**src/rtl/recover_pkg.sv**
```systemverilog
package recover_pkg;

  typedef enum logic [1:0] {
    SEQ_IDLE,
    SEQ_LOW,
    SEQ_HIGH
  } seqState_t;

  // Strobes from the sequence control to the datapath.
  typedef struct packed {
    logic countLoad;    // start a new pulse count at one
    logic countInc;     // one more pulse begins
    logic driveAssert;  // pull SCL low
    logic driveRelease; // let SCL float high
    logic doneFire;     // raise the completion pulse next cycle
  } seqStrobes_t;

endpackage

```
**src/rtl/recover_datapath.sv**
```systemverilog
module recover_datapath
  import recover_pkg::*;
#(
  parameter int SYNC_STAGES = 2,
  parameter int MAX_PULSES  = 8
) (
  input  logic        clk,
  input  logic        rst_n,
  input  logic        sclIn,
  input  logic        sdaIn,
  input  seqStrobes_t strobes,
  output logic        sclSync,
  output logic        sdaSync,
  output logic        countAtMax,
  output logic        sclDriveLow,
  output logic        recoverDone
);

  localparam int CNT_W = $clog2(MAX_PULSES + 1);
  localparam logic [CNT_W-1:0] COUNT_LIMIT = CNT_W'(MAX_PULSES);

  // Line synchronisers, bit 1 = SCL, bit 0 = SDA; idle-high reset value.
  logic [1:0] syncChain [SYNC_STAGES];

  for (genvar stage = 0; stage < SYNC_STAGES; stage++) begin : g_sync
    if (stage == 0) begin : g_first
      always_ff @(posedge clk or negedge rst_n) begin
        if (!rst_n) syncChain[stage] <= 2'b11;
        else        syncChain[stage] <= {sclIn, sdaIn};
      end
    end else begin : g_next
      always_ff @(posedge clk or negedge rst_n) begin
        if (!rst_n) syncChain[stage] <= 2'b11;
        else        syncChain[stage] <= syncChain[stage-1];
      end
    end
  end

  assign sclSync = syncChain[SYNC_STAGES-1][1];
  assign sdaSync = syncChain[SYNC_STAGES-1][0];

  // Pulse counter.
  logic [CNT_W-1:0] pulseCount;

  always_ff @(posedge clk or negedge rst_n) begin
    if (!rst_n) begin
      pulseCount <= '0;
    end else if (strobes.countLoad) begin
      pulseCount <= CNT_W'(1);
    end else if (strobes.countInc) begin
      pulseCount <= pulseCount + CNT_W'(1);
    end
  end

  assign countAtMax = (pulseCount >= COUNT_LIMIT);

  // SCL drive enable.
  always_ff @(posedge clk or negedge rst_n) begin
    if (!rst_n) begin
      sclDriveLow <= 1'b0;
    end else if (strobes.driveAssert) begin
      sclDriveLow <= 1'b1;
    end else if (strobes.driveRelease) begin
      sclDriveLow <= 1'b0;
    end
  end

  // Completion pulse.
  always_ff @(posedge clk or negedge rst_n) begin
    if (!rst_n) recoverDone <= 1'b0;
    else        recoverDone <= strobes.doneFire;
  end

endmodule

```
**src/rtl/recover_ctrl.sv**
```systemverilog
module recover_ctrl
  import recover_pkg::*;
(
  input  logic        clk,
  input  logic        rst_n,
  input  logic        recoverCmd,
  input  logic        sclTick,
  input  logic        sdaReleased,
  input  logic        countAtMax,
  output seqStrobes_t strobes,
  output logic        seqActive
);

  seqState_t state, stateNext;

  always_ff @(posedge clk or negedge rst_n) begin
    if (!rst_n) state <= SEQ_IDLE;
    else        state <= stateNext;
  end

  always_comb begin
    stateNext = state;
    strobes   = '0;
    unique case (state)
      SEQ_IDLE: begin
        // Ticks are meaningless here; only a command starts work.
        if (recoverCmd) begin
          strobes.countLoad   = 1'b1;
          strobes.driveAssert = 1'b1;
          stateNext           = SEQ_LOW;
        end
      end
      SEQ_LOW: begin
        if (sclTick) begin
          strobes.driveRelease = 1'b1;
          stateNext            = SEQ_HIGH;
        end
      end
      SEQ_HIGH: begin
        if (sclTick) begin
          if (sdaReleased || countAtMax) begin
            strobes.doneFire = 1'b1;
            stateNext        = SEQ_IDLE;
          end else begin
            strobes.countInc    = 1'b1;
            strobes.driveAssert = 1'b1;
            stateNext           = SEQ_LOW;
          end
        end
      end
      default: stateNext = SEQ_IDLE;
    endcase
  end

  assign seqActive = (state != SEQ_IDLE);

endmodule

```
**src/rtl/i2c_bus_recover.sv**
```systemverilog
module i2c_bus_recover
  import recover_pkg::*;
#(
  parameter int SYNC_STAGES = 2,
  parameter int MAX_PULSES  = 8
) (
  input  logic clk,
  input  logic rst_n,
  input  logic recoverCmd,
  input  logic sclIn,
  input  logic sdaIn,
  input  logic sclTick,
  output logic sclDriveLow,
  output logic sclLevel,
  output logic sdaLevel,
  output logic busBusy,
  output logic recoverDone
);

  seqStrobes_t strobes;
  logic        sclSync;
  logic        sdaSync;
  logic        countAtMax;
  logic        seqActive;

  recover_ctrl i_ctrl (
    .clk         (clk),
    .rst_n       (rst_n),
    .recoverCmd  (recoverCmd),
    .sclTick     (sclTick),
    .sdaReleased (sdaSync),
    .countAtMax  (countAtMax),
    .strobes     (strobes),
    .seqActive   (seqActive)
  );

  recover_datapath #(
    .SYNC_STAGES (SYNC_STAGES),
    .MAX_PULSES  (MAX_PULSES)
  ) i_datapath (
    .clk         (clk),
    .rst_n       (rst_n),
    .sclIn       (sclIn),
    .sdaIn       (sdaIn),
    .strobes     (strobes),
    .sclSync     (sclSync),
    .sdaSync     (sdaSync),
    .countAtMax  (countAtMax),
    .sclDriveLow (sclDriveLow),
    .recoverDone (recoverDone)
  );

  assign sclLevel = sclSync;
  assign sdaLevel = sdaSync;
  assign busBusy  = seqActive | ~(sclSync & sdaSync);

endmodule

```
**config.mk**
```make
export PLATFORM = sky130hd
export DESIGN_NAME = i2c_bus_recover
export DESIGN_NICKNAME = d
export VERILOG_FILES = /design/src/rtl/recover_pkg.sv /design/src/rtl/recover_datapath.sv /design/src/rtl/recover_ctrl.sv /design/src/rtl/i2c_bus_recover.sv
export SDC_FILE = /design/constraint.sdc
export NUM_CORES = 1
export LEC_CHECK = 0
export BUFFER_PORTS_ARGS = -buffer_cell sky130_fd_sc_hd__buf_2
export CAP_MARGIN = 0
export CORE_MARGIN = 3
export CORE_UTILIZATION = 35
export DETAILED_ROUTE_END_ITERATION = 10
export SLEW_MARGIN = 20
export SYNTH_ARGS = -nofsm -noshare
export SYNTH_HDL_FRONTEND = slang
export SYNTH_HIERARCHICAL = 1
export SYNTH_SLANG_ARGS = --single-unit
```
**constraint.sdc**
```tcl
create_clock -name clk -period 4.32 [get_ports clk]
set_clock_uncertainty 0.2 [all_clocks]
set_input_delay 0.864 -clock clk [delete_from_list [all_inputs] [get_ports clk]]
set_output_delay 0.864 -clock clk [all_outputs]
set_load 0.05 [all_outputs]
```
# Word level (Yosys, flattened, before mapping)
# Index checks and enable logic that the tools add are counted.
[word_totals]
word_cells = 42
out_inout_bits = 5
input_bits = 6
reg_bits = 12
[classes]
n_reduce_logical = 6
addsub = 1
order_cmp = 1
n_eq_ne = 5
n_bitwise = 3
n_mux = 20
[op_table]
columns = ["cell", "count"]
rows = [
  ["$mux W1", 11],
  ["$mux W2", 5],
  ["$mux W4", 2],
  ["$ne A2 B2 Y1 const B", 3],
  ["$pmux W2 S3", 1],
  ["$reduce_bool A2 Y1", 3],
  ["$add A4 B1 Y4 const B", 1],
  ["$ge A4 B4 Y1 const B", 1],
  ["$reduce_and A3 Y1", 1],
  ["$eq A2 B1 Y1 const B", 1],
  ["$eq A2 B2 Y1 const B", 1],
  ["$logic_not A2 Y1", 1],
  ["$pmux W1 S2", 1],
  ["$and A1 B1 Y1", 1],
  ["$logic_or A1 B1 Y1", 1],
  ["$not A1 Y1", 1],
  ["$or A1 B1 Y1", 1],
]

# Logic depth before layout (Yosys ltp)
[depth]
word_depth = 7
ltp_mapped = 5
depth_no_buf = 4

# Hierarchy
# The synthesis kept the hierarchy.
[by_module_without_submodules]
columns = ["module", "area_per_inst_um2", "seq_area_each_um2", "instances", "cells_per_inst"]
rows = [
  ["recover_datapath", 385.4, 255.2, 1, 28],
  ["recover_ctrl", 165.2, 50.0, 1, 17],
  ["i2c_bus_recover", 7.5, 0.0, 1, 1],
]

# Worst setup path before layout
# Ideal clock, no wire load.
[synth_timing]
path_type = "reg-to-output"
startpoint = "register i_ctrl.state[0]"
endpoint = "output busBusy"
path_stages_with_launch = 4
arrival_ns = 1.223
required_ns = 3.256
path_buffers = 1
setup_slack_ns = 2.033
cell_sequence = "dfrtp_1 -> buf_6 -> or2_2 -> nand3b_1"
[synth_between]
elab_chain_cells = 2
[synth_rtl]
columns = ["item", "line", "source"]
rows = [
  ["start, declared", "recover_ctrl.sv:14", "seqState_t state, stateNext;"],
  ["start signal, assigned", "recover_ctrl.sv:18", "else state <= stateNext;"],
  ["$reduce_bool A2 Y1", "recover_ctrl.sv:55", "assign seqActive = (state != SEQ_IDLE);"],
  ["net seqActive", "i2c_bus_recover.sv:24", "logic seqActive;"],
  ["$or A1 B1 Y1", "i2c_bus_recover.sv:55", "assign busBusy = seqActive | ~(sclSync & sdaSync);"],
  ["end, declared", "i2c_bus_recover.sv:16", "output logic busBusy,"],
]
# The timed path passes the listed nets, and every way through them passes these cells.

# Worst setup path in the final report
# Ends and elaborated chain as after synthesis.

==> flow_summary.ini <==
[outcome]
outcome = finished, final reports clean

[flow_run]
maxCapViolCount = 0

[power]
power_mw = 0.371
ir_drop_mv = 0.278
p_leak_nw = 0.311
pwr_density_cell_mw_per_mm2 = 573

[clocking]
numCtsBuffers = 3
cts_setup_buffers = 0
cts_root_buf = clkbuf_4
clk_latency_ns = 0.27
cts_tree = built
postCtsHoldBufs = 0
cts.sink_count = 12
ctsResizeCount = 0
cts_buffer_depth = 2
path_clk_slew_ns = 0.08
cts.htree.levels = 1

[sta]
setup_viol = 0
hold_viol_final = 0
grt_setup_unrepaired = false
max_freq_ghz = 0.398
slew_violations = 0
min_period_ns = 2.51
period_share_pct = 58.2
timing.slew.headroom_pct = 76.1
worstMarginPinSlew_ns = 0.357
fin_setup_tns_ns = 0

[routing]
wire_per_inst_um = 11.8
num_vias = 357
drc = 0
drtAntennaViolNets = 0
routed_wl_um = 864
viasPerCell = 4.89
first_iter_violations = 3
firstDrtPassIters = 2

[critical_path]
start_kind = register
path_cells = or2_2 > nand3b_1 > buf_2
critPathArrivalTime_ns = 1.45
critPathCaptureType = output port
max_stage_delay_ns = 0.47
slowest_stage = dfrtp_1
cp.required_ns = 3.26
cp_max_fo = 9
path_class = register to output port

[layout]
syn_to_final_growth_pct = 16.1
layout-drive-gt1-share_pct = 41.4
nets = 67
final_cells = 73
multi_input_area_um2 = 223
nFillCells = 136
finalInstanceArea_um2 = 648
finish.utilization_pct = 46.3
seq_area_um2 = 305
antenna-diode-count = 0

[synth]
yosysUniqueCellTypes = 26
synth_xor_area_share_pct = 1.57
ys.flop_type = dfrtp_1
synth_fa_ha_area_share_pct = 4.48
synth_edf_count = 0
synth_most_common_cell = dfrtp_1
yosys.area_share.simple_pct = 20.9
ys_seq_elements = 12
synth-async-reset-ratio_pct = 100
ys_top_cells_by_area = dfrtp_1 36%, dfstp_2 19%, ha_1 4.5%, inv_1 2.7%, mux2_4 2.7%
synth_top_family_by_area = simple AND/OR/NAND/NOR gates
synthMuxAreaShare_pct = 4.48
seq_area_frac_synth_pct = 54.7
synth_compound_area_share_pct = 8.52
synth_top_area_share_pct = 35.9
synth_nets = 54
netlist_area_um2 = 558
synthTopCellsByCount = 8 x dfrtp_1, 4 x dfstp_2, 4 x inv_1, 4 x nor2_1
yosys_warnings = 6
yosysTopAreaCell = dfrtp_1
syn_inst = 46
syn_avg_cell_area_um2 = 12.1

[place]
place_congestion = 0.761
dp_hpwl_um = 624
io_buffers = 10
dp.cells = 69
dpl_cell_area_um2 = 612

[worst_hold_path]
hold_class = register to register

[grt]
overflow = 0
grt_antenna_before_repair = 0
grt_pass1_vias = 309
grt_max_degree = 13
grt_pass1_wl_um = 1410
grt_use_total_pct = 10.2

[die]
die_w_um = 45.9
core_area_mm2 = 0.00140
die_h_um = 45.9
initial_utilization_pct = 39.9
die_area_mm2 = 0.00211
num_rows = 13
io_pins = 11
## layout make-up
class | instances | area share, %
clock buffer | 4 | 5.60
inverter | 4 | 2.32
multi-input combinational | 28 | 34.4
sequential | 12 | 47.1
tap | 15 | 2.90
timing repair buffer | 10 | 7.72
## where the power goes
group          leakage [nW]  internal (mW)  switching, mW
Combinational         0.147         0.0512         0.0646
Sequential            0.143          0.138         0.0290
Clock                0.0210         0.0512         0.0375
Total                 0.311          0.240          0.131
## critical path, delay by kind of cell (launching register included)
| kind | cells | cell delay (ns) |
|---|---|---|
| simple gates | 2 | 0.48 |
| flops | 1 | 0.47 |
| buf+inv | 1 | 0.22 |
## path summary, 6_finish.rpt
check                           depth (start not counted)                       end                startpoint  slack, ns
worst min-delay path                                    0        i_datapath/sclSync   i_datapath/syncChain[3]       0.15
worst max-delay path                                    3                   busBusy           i_ctrl/state[0]       1.81
worst max register to register                          4  i_datapath/pulseCount[3]  i_datapath/pulseCount[3]       2.55
worst min register to register                          0        i_datapath/sclSync   i_datapath/syncChain[3]       0.15
max in group asynchronous                               1   i_datapath/syncChain[2]                     rst_n       3.40
min in group asynchronous                               1    i_datapath/recoverDone                     rst_n       0.24
## registers in the layout, indices dropped and copies added, names as in the netlist
name and count:
i_datapath/pulseCount 4, i_datapath/sdaSync 1, i_datapath/recoverDone 1, i_ctrl/state 2
i_datapath/sclSync 1, i_datapath/sclDriveLow 1, i_datapath/syncChain 2
## cell families after synthesis
group                    Yosys count
AO/OA/AOI/OAI                      6
XOR/XNOR                           1
adder cells (fa/ha/maj)            2
buffers and inverters              6
flip-flops                        12
multiplexers                       2
AND/OR/NAND/NOR                   17
## placed cells by master, fill, tap and decap left out, drive strengths merged
cell type	netlist	routed
a21o	1	1
nor2b	1	1
dfstp	4	4
mux2i	1	1
a21oi	2	2
mux2	1	1
buf	1	10
or2	2	2
dfrtp	8	8
o211ai	2	2
a21bo	1	1
nor3b	1	1
nand2b	2	2
inv	4	4
nand3b	2	2
clkbuf	1	4
nand4bb	1	1
and3b	1	1
ha	2	2
nand4	1	1
nor2	4	4
xnor2	1	1
or3b	2	2
## stage by stage
stage                     hold WS (ns)  setup WS, ns
after floorplan                  0.145          2.03
after global placement           0.147          2.06
after detailed placement         0.148          2.02
after CTS                        0.155          1.80
after global routing             0.161          1.73
final                            0.148          1.81
## per-layer routing
metal	track usage [%]	share of wire, %	up-vias	routed length, um
li1	-	-	177	-
met1	13.8	51	167	440
met2	11.8	41	9	350
met3	5.93	5.9	4	51
met4	6.82	2.5	0	22
met5	0	0	-	0
Power figures use the tool's default switching activity.
